--- src/rtl/trip_chan_pkg.sv ---
package trip_chan_pkg;
   typedef enum logic [1:0] {
      CFG_TABLE  = 2'd0,
      CFG_THRESH = 2'd1,
      CFG_HYST   = 2'd2,
      CFG_NONE   = 2'd3
   } cfg_sel_e;
endpackage

--- src/rtl/trip_avg.sv ---
// Boxcar averager: sums WIN_LEN valid samples, emits one result, restarts.
module trip_avg #(
   parameter int CODE_W  = 8,
   parameter int WIN_LEN = 16
) (
   input  logic              clk,
   input  logic              rst_n,
   input  logic              in_valid,
   input  logic [CODE_W-1:0] in_code,
   output logic              avg_valid,
   output logic [CODE_W-1:0] avg_code,
   output logic              avg_oor
);
   localparam int SHIFT = $clog2(WIN_LEN);
   localparam int ACC_W = CODE_W + SHIFT;
   localparam int CNT_W = (SHIFT > 0) ? SHIFT : 1;
   localparam logic [CNT_W-1:0] LAST = CNT_W'(WIN_LEN - 1);

   initial begin
      assert (WIN_LEN > 0 && (WIN_LEN & (WIN_LEN - 1)) == 0)
         else $error("WIN_LEN must be a power of two");
      assert (CODE_W >= 2) else $error("CODE_W too small");
   end

   logic [ACC_W-1:0] acc_q, sum_next;
   logic [CNT_W-1:0] cnt_q;
   logic             oor_q, edge_hit;

   assign sum_next = acc_q + ACC_W'(in_code);
   assign edge_hit = (in_code == '0) || (in_code == {CODE_W{1'b1}});

   always_ff @(posedge clk) begin
      if (!rst_n) begin
         acc_q     <= '0;
         cnt_q     <= '0;
         oor_q     <= 1'b0;
         avg_valid <= 1'b0;
         avg_code  <= '0;
         avg_oor   <= 1'b0;
      end else begin
         avg_valid <= 1'b0;
         if (in_valid) begin
            if (cnt_q == LAST) begin
               avg_code  <= sum_next[ACC_W-1:SHIFT];
               avg_oor   <= oor_q | edge_hit;
               avg_valid <= 1'b1;
               acc_q     <= '0;
               cnt_q     <= '0;
               oor_q     <= 1'b0;
            end else begin
               acc_q <= sum_next;
               cnt_q <= cnt_q + 1'b1;
               oor_q <= oor_q | edge_hit;
            end
         end
      end
   end
endmodule

--- src/rtl/trip_lut.sv ---
// Characteristic table: one stored value per code, code is the address.
module trip_lut #(
   parameter int CODE_W = 8,
   parameter int VAL_W  = 12
) (
   input  logic              clk,
   input  logic              we,
   input  logic [CODE_W-1:0] waddr,
   input  logic [VAL_W-1:0]  wdata,
   input  logic [CODE_W-1:0] raddr,
   output logic [VAL_W-1:0]  rdata
);
   localparam int DEPTH = 1 << CODE_W;

   logic [VAL_W-1:0] mem [DEPTH];

   always_ff @(posedge clk) begin
      if (we) mem[waddr] <= wdata;
   end

   assign rdata = mem[raddr];
endmodule

--- src/rtl/trip_cmp.sv ---
// Threshold comparator with hysteresis and optional out-of-range force.
module trip_cmp #(
   parameter int VAL_W    = 12,
   parameter bit OOR_TRIP = 1'b1
) (
   input  logic             clk,
   input  logic             rst_n,
   input  logic             in_valid,
   input  logic [VAL_W-1:0] in_val,
   input  logic             in_oor,
   input  logic [VAL_W-1:0] thr,
   input  logic [VAL_W-1:0] hys,
   output logic             trip,
   output logic [VAL_W-1:0] val_q,
   output logic             val_valid,
   output logic             oor_q
);
   logic at_or_above, below_band, force_trip;

   assign at_or_above = (in_val >= thr);
   assign below_band  = ({1'b0, in_val} + {1'b0, hys}) < {1'b0, thr};

   generate
      if (OOR_TRIP) begin : g_force
         assign force_trip = in_oor;
      end else begin : g_noforce
         assign force_trip = 1'b0;
      end
   endgenerate

   always_ff @(posedge clk) begin
      if (!rst_n) begin
         trip      <= 1'b0;
         val_q     <= '0;
         val_valid <= 1'b0;
         oor_q     <= 1'b0;
      end else begin
         val_valid <= in_valid;
         if (in_valid) begin
            val_q <= in_val;
            oor_q <= in_oor;
            if (force_trip || at_or_above) trip <= 1'b1;
            else if (below_band)          trip <= 1'b0;
         end
      end
   end
endmodule

--- src/rtl/trip_chan.sv ---
module trip_chan
   import trip_chan_pkg::*;
#(
   parameter int CODE_W   = 8,
   parameter int VAL_W    = 12,
   parameter int WIN_LEN  = 16,
   parameter bit OOR_TRIP = 1'b1
) (
   input  logic              clk,
   input  logic              rst_n,
   input  logic              smp_valid,
   input  logic [CODE_W-1:0] smp_code,
   input  logic              cfg_we,
   input  logic [1:0]        cfg_sel,
   input  logic [CODE_W-1:0] cfg_addr,
   input  logic [VAL_W-1:0]  cfg_data,
   input  logic              cfg_lock,
   output logic              trip,
   output logic [VAL_W-1:0]  value_out,
   output logic              value_valid,
   output logic              oor_flag,
   output logic              wr_viol
);
   cfg_sel_e          sel;
   logic              wr_ok;
   logic [VAL_W-1:0]  thr_q, hys_q, tbl_val;
   logic              avg_valid, avg_oor;
   logic [CODE_W-1:0] avg_code;

   assign sel   = cfg_sel_e'(cfg_sel);
   assign wr_ok = cfg_we && !cfg_lock;

   always_ff @(posedge clk) begin
      if (!rst_n) begin
         thr_q   <= '0;
         hys_q   <= '0;
         wr_viol <= 1'b0;
      end else begin
         if (cfg_we && cfg_lock) wr_viol <= 1'b1;
         if (wr_ok && sel == CFG_THRESH) thr_q <= cfg_data;
         if (wr_ok && sel == CFG_HYST)   hys_q <= cfg_data;
      end
   end

   trip_avg #(.CODE_W(CODE_W), .WIN_LEN(WIN_LEN)) i_avg (
      .clk(clk), .rst_n(rst_n), .in_valid(smp_valid), .in_code(smp_code),
      .avg_valid(avg_valid), .avg_code(avg_code), .avg_oor(avg_oor)
   );

   trip_lut #(.CODE_W(CODE_W), .VAL_W(VAL_W)) i_lut (
      .clk(clk), .we(wr_ok && sel == CFG_TABLE), .waddr(cfg_addr),
      .wdata(cfg_data), .raddr(avg_code), .rdata(tbl_val)
   );

   trip_cmp #(.VAL_W(VAL_W), .OOR_TRIP(OOR_TRIP)) i_cmp (
      .clk(clk), .rst_n(rst_n), .in_valid(avg_valid), .in_val(tbl_val),
      .in_oor(avg_oor), .thr(thr_q), .hys(hys_q), .trip(trip),
      .val_q(value_out), .val_valid(value_valid), .oor_q(oor_flag)
   );
endmodule

--- config.mk ---
export PLATFORM = sky130hd
export DESIGN_NAME = trip_chan
export DESIGN_NICKNAME = d
export VERILOG_FILES = /design/src/rtl/trip_chan_pkg.sv /design/src/rtl/trip_avg.sv /design/src/rtl/trip_lut.sv /design/src/rtl/trip_cmp.sv /design/src/rtl/trip_chan.sv
export SDC_FILE = /design/constraint.sdc
export NUM_CORES = 2
export LEC_CHECK = 0
export BUFFER_PORTS_ARGS = -buffer_cell sky130_fd_sc_hd__buf_4
export CORE_ASPECT_RATIO = 1.75
export CORE_UTILIZATION = 60
export CTS_BUF_LIST = sky130_fd_sc_hd__clkbuf_8
export CTS_CLUSTER_DIAMETER = 60
export DETAILED_ROUTE_END_ITERATION = 8
export PLACE_DENSITY_LB_ADDON = 0.05
export SLEW_MARGIN = 0
export SYNTH_ARGS = -nofsm -noshare
export SYNTH_HDL_FRONTEND = slang
export SYNTH_HIERARCHICAL = 1
export SYNTH_SLANG_ARGS = --single-unit
--- constraint.sdc ---
create_clock -name clk -period 9.8 [get_ports clk]
set_input_delay 1.47 -clock clk [delete_from_list [all_inputs] [get_ports clk]]
set_output_delay 1.47 -clock clk [all_outputs]
set_load 0.03 [all_outputs]
==> impl_metrics.tcl <==
set metrics [dict create \
    outcome "complete, but fails checks" \
    failed_checks "capacitance limit, slew limit" \
    yosysMostFrequentCell "edfxtp_1" \
    crit_fanout 37 \
    ant_nets 0 \
    r2r_end "i_cmp/trip" \
    cts_buffer_depth 4 \
    globalplace.congestion 0.943 \
    internal_power_mw 19.4 \
    maxCapViolations 1 \
    max_slew_margin_pct -12.8 \
    final_max_slew_viol_count 2 \
    setup_slack_ps 2090 \
    htree_levels 5 \
    r2r_setup_slack_ps 2090 \
    cts_tree "done" \
    area_delta_synth_final_pct 10.1 \
    final_area_um2 135000 \
    setup_violations 0 \
    grt_antenna_before_repair 18 \
    worst_path_largest_cell_delay_ps 1340 \
    nFillCells 13400 \
    setup_tns_ps 0 \
    peakVddDrop_mv 0.141 \
    viasPerCell 6.63 \
    nets 6490 \
    r2r_cells 19 \
    synthCells 5938 \
    grt.total_usage_pct 33.0 \
    wl_per_cell_um 35.8 \
    drive_gt1_share_pct 24.8 \
    rsz0062_at_grt "no" \
    dp_hpwl_um 216000 \
    pwr-share-clk_pct 38.4 \
    crit_type "flop to flop" \
    wl_met2_um 176000 \
    synth_edf_count 3072 \
    crit_path_start "i_avg/avg_code[2]" \
    cp_data_arrival_time_ps 8620 \
    grt_pass1_vias 63800 \
    hold_class "flop to flop" \
    seqPwrFrac_pct 60.1 \
    synthTopCellsByArea "edfxtp_1 (75%), mux4_2 (12%), mux2i_1 (2.1%)" \
    ys.flop_type "edfxtp_1" \
    crit-reg2reg-launch "i_avg/avg_code[2]" \
    placed_cell_area_um2 127000 \
    drc 0 \
    syn_nets 6019 \
    cts_hold_buf 0 \
    cts.sinks 3139 \
    swShare_pct 20.9 \
    first_pass_iters 5 \
    pre_cts_ws_ps 2190 \
    top_layer_used "met5" \
    crit_slowest_cell "nor3_1" \
    die_h_um 599 \
    power_density_nw_per_um2 182 \
    power_frac_comb_pct 1.5 \
    wl_met3_um 22800 \
    required_ps 10710 \
    io_buffers 50 \
    path_cells "nand2_2 -> o221ai_1 -> a21oi_1 -> nor3_1 -> nor4_1 -> buf_2 -> nor4b_2 -> ha_1 -> o21a_2 -> o31a_4 -> nor4b_2 -> o31ai_1 -> xor2_1 -> ha_1 -> a21o_1 -> a2111oi_0 -> o221ai_1 -> a211oi_1 -> nand3_1" \
    syn_area_per_cell_um2 20.6 \
    fmax_mhz 130 \
    yosysWarnings 6 \
    wl_um 336000 \
    ys_types 81 \
    dieArea_um2 206000 \
    num_vias 62300 \
    core_area_um2 203000 \
    worst_pin_slew_ps 1680 \
    syn-cell-area_um2 122000 \
    hold_viol 0 \
    worstSkewPairLatency_ps 1020 \
    setup.worst_path.end_class "flop" \
    io_pins 51 \
    clkTransAtPathRegs_ps 70 \
    switching_power_mw 5.13 \
    die_w_um 343 \
    ys_async_sr_fraction_pct 0 \
    power.leakage_nw 41.3 \
    synth_seq_area_share_pct 76.5 \
    synth_top_area_share_pct 75.4 \
    post_cts_resized 0 \
    grt_pass1_wl_um 470000 \
    grt_remaining_overflow 0 \
    cts-buffers-inserted 434 \
    grt_max_degree 127 \
    setup.worst_path.start_class "flop" \
    wl_met1_um 111000 \
    netlist_top_cells_count "edfxtp_1 (3072), mux4_2 (636), nor2_1 (328)" \
    period_share_pct 78.6 \
    synth_area_leader_cell "edfxtp_1" \
    skew_ps 74.0 \
    min-delay-start "i_avg/acc_q[3]" \
    post_cts_buffers 0 \
    critical_path.endpoint "i_cmp/trip" \
    drt_iter0_markers 6659 \
    rows 219 \
    cts_root_buffer "clkbuf_8" \
    finalCriticalPeriod_ps 7710 \
    synth_seq_cells 3139 \
    start_util_pct 60.3 \
]
per-layer routing:
layer  vias up  GRT usage (%)
li1      25800              -
met3       714           5.02
met1     33000           37.9
met4        12           21.8
met2      2804           57.5
met5         -              0
registers in the layout, indices dropped and copies added (netlist names):
name,cells
i_avg/oor_q,1
i_cmp/val_valid,1
i_cmp/trip,1
i_avg/avg_code,8
i_cmp/val_q,12
i_avg/avg_oor,1
i_lut/mem,3072
i_cmp/oor_q,1
i_avg/acc_q,12
i_avg/avg_valid,1
i_avg/cnt_q,4
wr_viol,1
thr_q,12
hys_q,12
per-stage QoR:
step	power [mW]	hold WS, ps	instances	utilization (%)
global placement	15.4	443	8622	62.5
detailed placement	15.4	447	8625	62.5
global route	25.2	481	9390	66.4
finish	24.5	458	9398	66.4
CTS	24.7	463	9389	66.4
floorplan	15.1	429	5938	-
power groups by stage:
stage,registers (mW),clock network (mW),logic [mW]
2_1_floorplan,15.0,0,0.0776
3_3_place_gp,15.0,0,0.347
3_5_place_dp,15.0,0,0.365
4_1_cts,14.7,9.58,0.365
5_1_grt,14.7,10.1,0.387
6_report,14.7,9.43,0.366
cell type report:
class	count	area (um2)	share of cell area (%)
Clock buffer	451	6210	4.61
Tap cell	2652	3320	2.46
Inverter	25	93.8	0.0696
Multi-Input combinational cell	2423	26600	19.8
Sequential cell	3139	93600	69.5
Timing Repair Buffer	386	3190	2.37
Clock inverter	313	1690	1.25
Antenna cell	9	22.5	0.0167
cells in the final DEF (no fill, tap or decap), types with 20 or more instances in the layout:
| master | netlist | final |
|---|---|---|
| a211oi_1 | 27 | 27 |
| a21oi_1 | 146 | 146 |
| a22oi_1 | 215 | 215 |
| buf_4 | 34 | 356 |
| clkbuf_8 | 0 | 452 |
| clkinv_1 | 2 | 100 |
| clkinv_2 | 0 | 57 |
| dfxtp_1 | 67 | 61 |
| edfxtp_1 | 3072 | 3072 |
| ha_1 | 44 | 44 |
| inv_1 | 23 | 151 |
| mux2_2 | 29 | 29 |
| mux2i_1 | 262 | 262 |
| mux4_2 | 636 | 636 |
| nand2_1 | 104 | 102 |
| nand3_1 | 46 | 46 |
| nand4_1 | 20 | 20 |
| nor2_1 | 328 | 301 |
| nor2_2 | 0 | 25 |
| nor2b_1 | 55 | 51 |
| nor3_1 | 37 | 35 |
| nor4_1 | 37 | 34 |
| o21ai_0 | 53 | 52 |
| o221ai_1 | 54 | 54 |
| o22ai_1 | 88 | 88 |
critical path, delay by kind of cell (launching register included):
kind / cells / cell delay, ps
DFF: 1 / 770
AOI/OAI and AO/OA: 9 / 2140
adders and majority gates: 2 / 710
xor gates and xnor gates: 1 / 160
and+or+nand+nor: 6 / 3440
buffers and inverters: 1 / 270
kinds of logic after synthesis:
kind of cell | share of synthesized area [%]
compound gates | 4.13
xor+xnor | 0.115
fa+ha+maj | 0.483
buf+inv | 1.91
flops | 76.5
mux | 14.2
simple gates | 2.72
how the worst min path moves through the flow:
stage	endpoint	slack [ps]	depth (start not counted)
2_1_floorplan	i_avg/acc_q[3]	430	2
3_3_place_gp	i_avg/acc_q[7]	440	2
3_5_place_dp	i_avg/acc_q[7]	450	2
4_1_cts	i_avg/acc_q[7]	460	2
5_1_grt	thr_q[6]	480	2
6_report	i_avg/acc_q[3]	460	2
Note: power is estimated with default switching activity, not from simulation.
